===== config.mk =====
export PLATFORM = sky130hd
export DESIGN_NAME = deb_asym_filter
export DESIGN_NICKNAME = d
export VERILOG_FILES = /design/src/rtl/deb_pkg.sv /design/src/rtl/deb_tick_gen.sv /design/src/rtl/deb_sync2.sv /design/src/rtl/deb_filter_core.sv /design/src/rtl/deb_asym_filter.sv
export SDC_FILE = /design/constraint.sdc
export NUM_CORES = 1
export LEC_CHECK = 0
export ABC_AREA = 1
export CAP_MARGIN = 20
export CORE_MARGIN = 2
export CORE_UTILIZATION = 37
export CTS_CLUSTER_SIZE = 20
export DETAILED_ROUTE_END_ITERATION = 12
export SLEW_MARGIN = 20
export SYNTH_ARGS = -nofsm -noshare
export SYNTH_HDL_FRONTEND = slang
export SYNTH_SLANG_ARGS = --single-unit

===== constraint.sdc =====
create_clock -name clk -period 1.5 [get_ports clk]
set_clock_uncertainty 0.05 [all_clocks]
set_input_delay 0.225 -clock clk [delete_from_list [all_inputs] [get_ports clk]]
set_output_delay 0.225 -clock clk [all_outputs]
set_load 0.005 [all_outputs]

===== src/rtl/deb_pkg.sv =====
// Shared types and helpers for the asymmetric debouncer.
// Assumes: single-bit input line, one sampling run at a time.
package deb_pkg;

    typedef enum logic {
        PH_IDLE = 1'b0,
        PH_RUN  = 1'b1
    } deb_phase_e;

    // Decide whether an accepted change to new_lvl is reported as an event.
    function automatic logic event_gate(input logic new_lvl,
                                        input logic act_low,
                                        input logic both_edges);
        return both_edges | (new_lvl ^ act_low);
    endfunction

endpackage


===== src/rtl/deb_tick_gen.sv =====
// Free-running prescaler: one-cycle tick every TICK_DIV clocks.
// Assumes TICK_DIV >= 2; counter restarts from zero on reset.
module deb_tick_gen #(
    parameter int TICK_DIV = 50000
) (
    input  logic clk,
    input  logic rst_n,
    output logic tick_o
);
    localparam int DW = (TICK_DIV > 1) ? $clog2(TICK_DIV) : 1;

    logic [DW-1:0] div_q;

    assign tick_o = (div_q == DW'(TICK_DIV - 1));

    // Count clocks, wrapping on the tick.
    always_ff @(posedge clk) begin
        if (!rst_n)      div_q <= '0;
        else if (tick_o) div_q <= '0;
        else             div_q <= div_q + DW'(1);
    end
endmodule


===== src/rtl/deb_sync2.sv =====
// Two-flop synchronizer for an asynchronous single-bit input.
// Assumes the input is slow relative to the clock; reset value 0.
module deb_sync2 (
    input  logic clk,
    input  logic rst_n,
    input  logic async_i,
    output logic sync_o
);
    logic meta_q;
    logic sync_q;

    assign sync_o = sync_q;

    // Shift the raw level through two flops.
    always_ff @(posedge clk) begin
        if (!rst_n) begin
            meta_q <= 1'b0;
            sync_q <= 1'b0;
        end else begin
            meta_q <= async_i;
            sync_q <= meta_q;
        end
    end
endmodule


===== src/rtl/deb_filter_core.sv =====
// Debounce state machine: holds the accepted level and counts disagreeing
// samples on each tick while a run is active. Separate thresholds per
// direction. Assumes lvl_i is already synchronous; thresholds >= 1.
module deb_filter_core
    import deb_pkg::*;
#(
    parameter int RISE_SAMPLES = 2,
    parameter int FALL_SAMPLES = 2
) (
    input  logic clk,
    input  logic rst_n,
    input  logic lvl_i,
    input  logic tick_i,
    input  logic act_low_i,
    input  logic both_edges_i,
    input  logic init_i,
    output logic stable_o,
    output logic event_o,
    output logic busy_o,
    output logic [$clog2((RISE_SAMPLES > FALL_SAMPLES ? RISE_SAMPLES : FALL_SAMPLES) + 1)-1:0] cnt_o
);
    localparam int MAXS = (RISE_SAMPLES > FALL_SAMPLES) ? RISE_SAMPLES : FALL_SAMPLES;
    localparam int CW   = $clog2(MAXS + 1);

    deb_phase_e    phase_q;
    logic          stable_q;
    logic          evt_q;
    logic [CW-1:0] cnt_q;

    // Counter value for the change leaving level lvl.
    function automatic logic [CW-1:0] reload(input logic lvl);
        return lvl ? CW'(FALL_SAMPLES) : CW'(RISE_SAMPLES);
    endfunction

    assign stable_o = stable_q;
    assign event_o  = evt_q;
    assign busy_o   = (phase_q == PH_RUN);
    assign cnt_o    = cnt_q;

    // Run control, sample counting, acceptance and event generation.
    always_ff @(posedge clk) begin
        if (!rst_n) begin
            phase_q  <= PH_IDLE;
            stable_q <= 1'b0;
            evt_q    <= 1'b0;
            cnt_q    <= CW'(RISE_SAMPLES);
        end else begin
            evt_q <= 1'b0;
            if (init_i) begin
                stable_q <= lvl_i;
                cnt_q    <= reload(lvl_i);
                phase_q  <= PH_IDLE;
            end else if (phase_q == PH_IDLE) begin
                if (lvl_i != stable_q) phase_q <= PH_RUN;
            end else if (tick_i) begin
                if (lvl_i == stable_q) begin
                    cnt_q <= reload(stable_q);
                end else if (cnt_q == CW'(1)) begin
                    stable_q <= lvl_i;
                    cnt_q    <= reload(lvl_i);
                    phase_q  <= PH_IDLE;
                    evt_q    <= event_gate(lvl_i, act_low_i, both_edges_i);
                end else begin
                    cnt_q <= cnt_q - CW'(1);
                end
            end
        end
    end
endmodule


===== src/rtl/deb_asym_filter.sv =====
// Top: synchronizer, sample prescaler and debounce core for one line.
// Assumes raw_in is asynchronous; TICK_DIV is clocks per sample period.
module deb_asym_filter #(
    parameter int TICK_DIV     = 50000,
    parameter int RISE_SAMPLES = 2,
    parameter int FALL_SAMPLES = 2
) (
    input  logic clk,
    input  logic rst_n,
    input  logic raw_in,
    input  logic active_low,
    input  logic dual_edge,
    input  logic init_strobe,
    output logic stable_o,
    output logic read_o,
    output logic event_o
);
    localparam int MAXS = (RISE_SAMPLES > FALL_SAMPLES) ? RISE_SAMPLES : FALL_SAMPLES;
    localparam int CW   = $clog2(MAXS + 1);

    logic          sync_lvl;
    logic          tick;
    logic          run_flag;
    logic [CW-1:0] cnt_w;

    deb_sync2 u_sync (
        .clk     (clk),
        .rst_n   (rst_n),
        .async_i (raw_in),
        .sync_o  (sync_lvl)
    );

    deb_tick_gen #(.TICK_DIV(TICK_DIV)) u_tick (
        .clk    (clk),
        .rst_n  (rst_n),
        .tick_o (tick)
    );

    deb_filter_core #(
        .RISE_SAMPLES (RISE_SAMPLES),
        .FALL_SAMPLES (FALL_SAMPLES)
    ) u_core (
        .clk          (clk),
        .rst_n        (rst_n),
        .lvl_i        (sync_lvl),
        .tick_i       (tick),
        .act_low_i    (active_low),
        .both_edges_i (dual_edge),
        .init_i       (init_strobe),
        .stable_o     (stable_o),
        .event_o      (event_o),
        .busy_o       (run_flag),
        .cnt_o        (cnt_w)
    );

    // Polarity-corrected view of the held state.
    assign read_o = stable_o ^ active_low;
endmodule


==> qor.txt, run 1 <==
Status = completed
CP endpoint kind = output pin
Final setup fails = 0
Yosys reg bits = 23
Worst-path clk slew = 120 ps
Fraction of layout cells with a size suffix above 1 = 0.1361
Area Overhead vs Synth = 19.22%
All-layer global routing usage = 0.1321
Placed cell count = 195
Fin cells = 200
Least-Margin Pin Slew = 295.7 ps
Final core area utilization = 0.4687
Clk_lat worst skew = 300 ps
Clock buffer depth = 2
Worst Path Max Fanout = 2
Vias = 934
Final hold violations = 0
WHS = 384.8 ps
Crit-path cells = clkdlybuf4s50_1 > xor2_1 > dlygate4sd2_1
Hold_buf cts = 0
DP HPWL = 1565 µm
# DRC = 0
Logic pwr share = 0.075
First-pass GRT wire length = 3532 µm
Power Internal = 765.9 µW
Delay-heaviest family, CP = buffers and inverters
Crit Path Category = in2out
Worst Path Buf+Inv = 2
RSZ-0062 raised after global routing = no
Die X = 58.37 µm
Post-synth top area share = 0.4211
Leakage = 0.5376 nW
Syn nets = 160
Initial Util = 0.3932
Antenna Nets Post-Route = 0
Ant. Diodes = 0
Io pins = 9
Largest net degree at the start of global routing = 17
Clk root buf = clkbuf_4
Most used DFF post-synth = dfxtp_1
Async set-reset flop share out of synthesis = 0
Final Critical Period = 1401 ps
Clock share of power = 0.289
DIE HEIGHT = 58.37 µm
Ys Warns = 0
CP required = 1220 ps
Slowest stage delay, CP = 490 ps
Fin. max-slew vios = 0
1st-iter DRT viols = 17
PD cells = 764.2 mW/mm²
Max Clock Freq = 0.7138 GHz
Detailed Route WL = 2053 µm
Top cells by count, synth = 33 x nand2_1, 24 x inv_1, 24 x nor2_1
CP max stage cell = clkdlybuf4s50_1
Initial antenna violation count = 0
Count leader, synth = nand2_1
Hold/Removal Path Class = in2reg
Number of synthesized flops with an enable pin = 0
Relative slew slack = 0.8023
TNS Setup = 0 ps
Switching part of the total = 0.2312
Cell variety after synth = 22
Mapped cell area = 0.001094 mm²
Max VDD drop = 0.4464 mV
Worst EP arrival = 1130 ps
Drt first pass iters = 4
Top post-synthesis cells by area = dfxtp_1 42%, nand2_1 11%, inv_1 8.2%
Rows = 19
R2r setup slk = 140 ps
Area leader, netlist = dfxtp_1
Htree depth = 1
CTS Buf Count = 3
Sinks on Clock Net = 23
Fill count = 293
Vias in the first global route = 877
Crit start category = primary input
Cells after Synth = 153
Core ar. = 0.002781 mm²
Vias per cell = 4.670
CTS tree = done
Sequential-to-total area share from yosys stat = 0.4211
Die footprint = 0.003406 mm²
Switching power = 230.4 µW
Total grt overflow = 0
Max-cap violation count = 0
Nets = 177
Tcrit/Tclk final = 0.9340
Syn Area/Cell = 7.147 µm²
Seq pwr share = 0.636
WL/cell = 10.27 µm
IO Port Bufs = 8
Placer Congestion = 0.8078
-- registers in the layout (all words and copies together), names as in the netlist --
register / flops
u_core.event_o: 1
u_tick.div_q: 16
u_core.cnt_o: 2
u_sync.meta_q: 1
u_core.stable_o: 1
u_core.busy_o: 1
u_sync.sync_o: 1
-- final timing paths --
check / start / end / cells after the start
min: raw_in / u_sync.meta_q / 3
max reg2reg: u_tick.div_q[0] / u_core.cnt_o[1] / 8
min reg2reg: u_sync.meta_q / u_sync.sync_o / 2
max: active_low / read_o / 3
-- logic make-up (layout without fill, tap and decap cells) --
group           Yosys count  in the layout  share of synthesized area
simple gates             83             84                     0.3490
buf+inv                  25             40                    0.09268
flops                    23             23                     0.4211
compound gates           13             13                    0.06178
xor+xnor                  8              8                    0.06408
fa+ha+maj                 1              1                    0.01144
-- power by group through the flow --
stage	registers [mW]	logic (mW)	clock network, mW
after floorplan	0.645	0.0380	0
after global placement	0.645	0.0727	0
after detailed placement	0.646	0.0761	0
after CTS	0.633	0.0742	0.298
after global routing	0.635	0.0859	0.327
final	0.633	0.0749	0.288
-- cells in the final DEF (no fill, tap or decap) --
cell	netlist	routed
nand2_1	33	32
inv_1	24	24
nor2_1	24	24
dfxtp_1	23	20
a21oi_1	9	9
xor2_1	7	7
clkdlybuf4s50_1	0	6
nand3_1	6	5
nor3_1	5	4
buf_4	0	4
nand2_2	2	3
nor3_2	2	3
nand4_1	3	3
o21ai_0	3	3
clkbuf_4	0	3
dfxtp_2	0	3
nor2_4	0	2
nand2_4	1	2
nor2_2	3	1
nand3_4	0	1
xnor2_1	1	1
nand3_2	1	1
or2_0	1	1
nand3b_1	1	1
a211oi_1	1	1
nor3b_1	1	1
ha_1	1	1
clkbuf_1	0	1
dlygate4sd2_1	0	1
dlymetal6s2s_1	0	1
-- area by class of cell --
class / count / area [µm²] / area share
multi-input cells: 106 / 573.1 / 0.4395
well taps: 31 / 38.79 / 0.02975
repair buffers: 12 / 111.4 / 0.08541
flip-flops and latches: 23 / 464.2 / 0.3560
clock buffers: 4 / 26.28 / 0.02015
inverters: 24 / 90.09 / 0.06910
-- metrics by stage --
step | instance area [µm²] | setup slack, ps | power (mW)
global route | 1304 | 4.251 | 1.048
global placement | 1231 | -147.7 | 0.7177
floorplan | 1094 | 143.3 | 0.6826
finish | 1304 | 98.96 | 0.9963
CTS | 1257 | 12.72 | 1.005
detailed placement | 1231 | -171.9 | 0.7220
-- tightest hold or removal path, stage by stage --
cell and delay [ps]:
clkdlybuf4s50_1 400, nand2_1 60, inv_1 30
-- timing repair --
| item | in CTS | in global routing |
|---|---|---|
| endpoints found under the hold margin | 0 | 0 |
| endpoints found under the setup margin | 2 | 21 |
| buffers inserted | 0 | 0 |
| resized for setup | 2 | 10 |
| pin swaps | 0 | 2 |
| gates cloned | 0 | 1 |
-- metal layers --
metal / up-vias / global-route usage / routed length (µm)
met5: - / 0 / 0
met4: 0 / 0.05980 / 17
met3: 2 / 0.01978 / 38
met2: 5 / 0.2167 / 966
met1: 419 / 0.1715 / 1030
li1: 508 / - / -
Note: power is estimated with default switching activity, not from simulation.
==> inputs of run 2 (changes only) <==
Settings changed: REMOVE_ABC_BUFFERS from default to 1.
==> run 2 against run 1 <==
Sequential power hardly changed. Register-to-register slack worse by 20 ps. Sequential share of layout area up 0.36 points. Via count up 0.86%. Routed wire length is 2.4% lower. Clock-buffer cell count down 1. First-iteration DRC count shrank 12%. Setup slack worse by 5.5 ps. Critical path depth down 2. Largest cell class unchanged. Largest power group unchanged. Highest routed layer unchanged.
==> qor.txt, run 2 (same netlist as run 1, synthesis figures left out) <==
DIE HEIGHT = 58.37 µm
Min-delay src = raw_in
Worst-path clk slew = 130 ps
Most flop-heavy register = u_tick.div_q
Ant. Diodes = 0
Fin cells = 199
Die footprint = 0.003406 mm²
Htree depth = 1
Max Clock Freq = 0.7110 GHz
Worst Path Buf+Inv = 1
Antenna Nets Post-Route = 0
Core ar. = 0.002781 mm²
Max-cap violation count = 0
Nets = 176
Crit-path cells = clkdlybuf4s50_1
CP max stage cell = clkdlybuf4s50_1
Slowest stage delay, CP = 490 ps
Sinks on Clock Net = 23
Final Critical Period = 1407 ps
Hold/Removal Path Class = in2reg
Placer Congestion = 0.7828
Reg-to-Reg End = u_tick.div_q[12]
Fin. max-slew vios = 0
Total grt overflow = 0
R2r setup slk = 120 ps
Max VDD drop = 0.7383 mV
Vias in the first global route = 854
Final setup fails = 0
Reg2reg path depth = 6
Placed cell count = 195
Final core area utilization = 0.4615
Final hold violations = 0
Vias = 942
WL/cell = 10.07 µm
Leakage = 0.5327 nW
Tcrit/Tclk final = 0.9377
Leading cell type in the layout, fill and taps excluded = nand2_1
PD cells = 781.8 mW/mm²
# DRC = 0
CTS Buf Count = 3
Area Overhead vs Synth = 17.39%
Worst Path Max Fanout = 1
Fraction of layout cells with a size suffix above 1 = 0.1190
Post-CTS setup buffers = 0
Vias per cell = 4.734
RSZ-0062 raised after global routing = no
Drt first pass iters = 4
Initial Util = 0.3932
CP endpoint kind = output pin
Largest net degree at the start of global routing = 17
IO Port Bufs = 8
Die X = 58.37 µm
Crit Path Category = reg2out
All-layer global routing usage = 0.1331
Delay-heaviest family, CP = buffers and inverters
CTS tree = done
FF-to-FF Start = u_tick.div_q[0]
Status = completed
Clk root buf = clkbuf_4
Worst EP arrival = 1130 ps
CP required = 1220 ps
Clock buffer depth = 2
Least-Margin Pin Slew = 265.0 ps
WHS Endpoint = u_sync.meta_q
Relative slew slack = 0.8220
Flip-flop count of the largest register after layout = 16
Rows = 19
Detailed Route WL = 2004 µm
Io pins = 9
Initial antenna violation count = 0
WHS Path Cells = 3
First-pass GRT wire length = 3498 µm
DP HPWL = 1533 µm
Most frequent cells in the layout = 33 x nand2_1, 24 x inv_1, 24 x nor2_1
Crit start category = flip-flop
1st-iter DRT viols = 15
Clk_lat worst skew = 320 ps
run 2: what timing repair did:
action                     in CTS  in global routing
hold buffers                    0                  0
pin swaps                       0                  1
setup endpoints to repair       2                 21
resized for setup               2                  5
run 2: final cells by class:
| class | count | area (µm²) |
|---|---|---|
| fillers | 289 | 1498 |
| multi-input cells | 105 | 554.3 |
| flip-flops and latches | 23 | 461.7 |
| repair buffers | 12 | 111.4 |
| inverters | 24 | 90.09 |
| well taps | 31 | 38.79 |
| clock buffers | 3 | 22.52 |
| clock inverters | 1 | 5.005 |
run 2: how the worst max path moves through the flow:
stage                       endpoint            start  cells after the start  slack (ps)
finish                       event_o   u_core.event_o                      1          90
global route         u_core.cnt_o[1]  u_tick.div_q[8]                      9           6
CTS                 u_tick.div_q[14]  u_tick.div_q[0]                      5          10
detailed placement            read_o       active_low                      3        -180
global placement              read_o       active_low                      3        -140
floorplan            u_core.cnt_o[1]  u_tick.div_q[0]                      8         180
run 2: where the power goes:
part           internal, mW  leakage [nW]  total, mW  switching [mW]
logic                0.0383         0.328     0.0723          0.0340
registers             0.624         0.187      0.633         0.00986
clock network        0.0999        0.0177      0.298           0.198
run 2: metrics by stage:
stage               total power, mW  hold slack, ps  instance area (µm²)  worst slack [ps]  setup TNS (ps)
global placement             0.7178           351.7                 1231            -142.2          -142.2
floorplan                    0.6795           268.5                 1082             183.8               0
global route                  1.055           385.3                 1284             6.101               0
finish                        1.004           371.8                 1284             93.47               0
detailed placement           0.7204           360.0                 1231            -177.6          -177.6
CTS                           1.012           378.9                 1259             9.525               0
run 2: routing by layer:
layer / vias to the layer above / share of wire / GRT usage
met5: - / 0 / 0
met4: 0 / 0.0090 / 0.02990
met3: 2 / 0.028 / 0.04615
met2: 7 / 0.49 / 0.2199
met1: 427 / 0.48 / 0.1674
li1: 506 / - / -
==> inputs of run 3 (changes only) <==
Settings changed: CORE_MARGIN 2 to default.
==> run 3 against run 2 <==
First-iteration DRC count grew 140%. Via count is 0.42% lower. Clock-buffer cell count rose by 1. Highest routed layer unchanged.
==> qor.txt, run 3 (same netlist as run 1, synthesis figures left out) <==
Status = completed
IO Port Bufs = 8
DIE HEIGHT = 56.37 µm
DP HPWL = 1560 µm
Antenna Nets Post-Route = 0
Drt first pass iters = 4
Final Critical Period = 1451 ps
Relative slew slack = 0.8438
PD cells = 773.1 mW/mm²
CTS Buf Count = 3
Switching power = 223.8 µW
FF-to-FF Start = u_tick.div_q[0]
Hold/Removal Path Class = reg2reg
Slowest stage delay, CP = 500 ps
Power Internal = 764.7 µW
Fraction of layout cells with a size suffix above 1 = 0.1317
Vias = 938
Worst Path Buf+Inv = 1
Most flop-heavy register = u_tick.div_q
WHS Endpoint = u_sync.sync_o
WHS Path Cells = 2
WL/cell = 10.02 µm
Worst-path clk slew = 110 ps
Area Overhead vs Synth = 16.93%
CTS tree = done
Final setup fails = 0
Logic pwr share = 0.071
Leading cell type in the layout, fill and taps excluded = nand2_1
All-layer global routing usage = 0.1483
Clk root buf = clkbuf_4
# DRC = 0
Clk_lat worst skew = 310 ps
CP max stage cell = clkdlybuf4s50_1
Flip-flop count of the largest register after layout = 16
Htree depth = 1
WHS = 373.6 ps
Vias in the first global route = 945
R2r setup slk = 160 ps
CP required = 1220 ps
Worst EP arrival = 1180 ps
Fin. max-slew vios = 0
Tcrit/Tclk final = 0.9672
CP endpoint kind = output pin
Max-cap violation count = 0
Max Clock Freq = 0.6893 GHz
Rows = 19
Detailed Route WL = 1984 µm
Reg-to-Reg End = u_tick.div_q[9]
Ant. Diodes = 0
Core ar. = 0.002781 mm²
Initial antenna violation count = 0
Crit Path Category = reg2out
Placer Congestion = 0.7563
TNS Setup = 0 ps
Min-delay src = u_sync.meta_q
Clock buffer depth = 2
Io pins = 9
First-pass GRT wire length = 3746 µm
Vias per cell = 4.737
Sinks on Clock Net = 23
Crit-path cells = clkdlybuf4s50_1
Largest net degree at the start of global routing = 17
Hold_buf cts = 0
Cell Area, Placed = 0.001216 mm²
Reg2reg path depth = 6
Seq pwr share = 0.641
Clock share of power = 0.288
1st-iter DRT viols = 36
Delay-heaviest family, CP = buffers and inverters
Total grt overflow = 0
Die X = 56.37 µm
Initial Util = 0.3932
Die footprint = 0.003177 mm²
Least-Margin Pin Slew = 232.5 ps
Final core area utilization = 0.4597
Leakage = 0.5090 nW
Fill count = 292
Final hold violations = 0
Nets = 175
Crit start category = flip-flop
RSZ-0062 raised after global routing = no
Switching part of the total = 0.2264
Post-route cell area = 0.001279 mm²
Worst Path Max Fanout = 4
Most frequent cells in the layout = 33 x nand2_1, 24 x inv_1, 24 x nor2_1
Max VDD drop = 0.5398 mV
-- run 3: final cells by class --
type,instances,area [µm²],share of cell area
tap,31,38.79,0.03033
sequential,23,465.4,0.3640
clock buffer,4,26.28,0.02055
multi-input combinational,105,556.8,0.4354
inverter,24,90.09,0.07045
timing repair buffer,11,101.3,0.07926
-- run 3: how the worst max path moves through the flow --
stage	start	end	cells past startpoint
5_1_grt	u_core.stable_o	stable_o	1
4_1_cts	u_core.stable_o	stable_o	1
3_5_place_dp	active_low	read_o	3
6_report	u_core.stable_o	stable_o	1
2_1_floorplan	u_tick.div_q[0]	u_core.cnt_o[1]	8
3_3_place_gp	active_low	read_o	3
-- run 3: repair_timing --
| action | in CTS | in global routing |
|---|---|---|
| setup endpoints to repair | 11 | 20 |
| cloned | 0 | 0 |
| resized for setup | 4 | 6 |
| buffers inserted | 0 | 1 |
-- run 3: routing by layer --
metal,global-route usage,part of all wire,vias up
met4,0.04181,0.016,0
met5,0,0,-
li1,-,-,506
met3,0.04147,0.028,4
met1,0.1777,0.48,414
met2,0.2585,0.48,14
-- run 3: power by group through the flow --
stage / Clock (mW) / Sequential (mW) / Combinational, mW
global placement: 0 / 0.646 / 0.0677
global route: 0.317 / 0.635 / 0.0822
detailed placement: 0 / 0.646 / 0.0694
floorplan: 0 / 0.645 / 0.0349
finish: 0.285 / 0.634 / 0.0699
CTS: 0.297 / 0.633 / 0.0677
-- run 3: through the flow --
step	power (mW)	std cells	setup slack (ps)
2_1_floorplan	0.6795	152	183.8
5_1_grt	1.035	198	1.531
3_5_place_dp	0.7156	193	-195.6
4_1_cts	0.9977	197	26.31
6_report	0.9885	198	49.23
3_3_place_gp	0.7132	193	-145.3
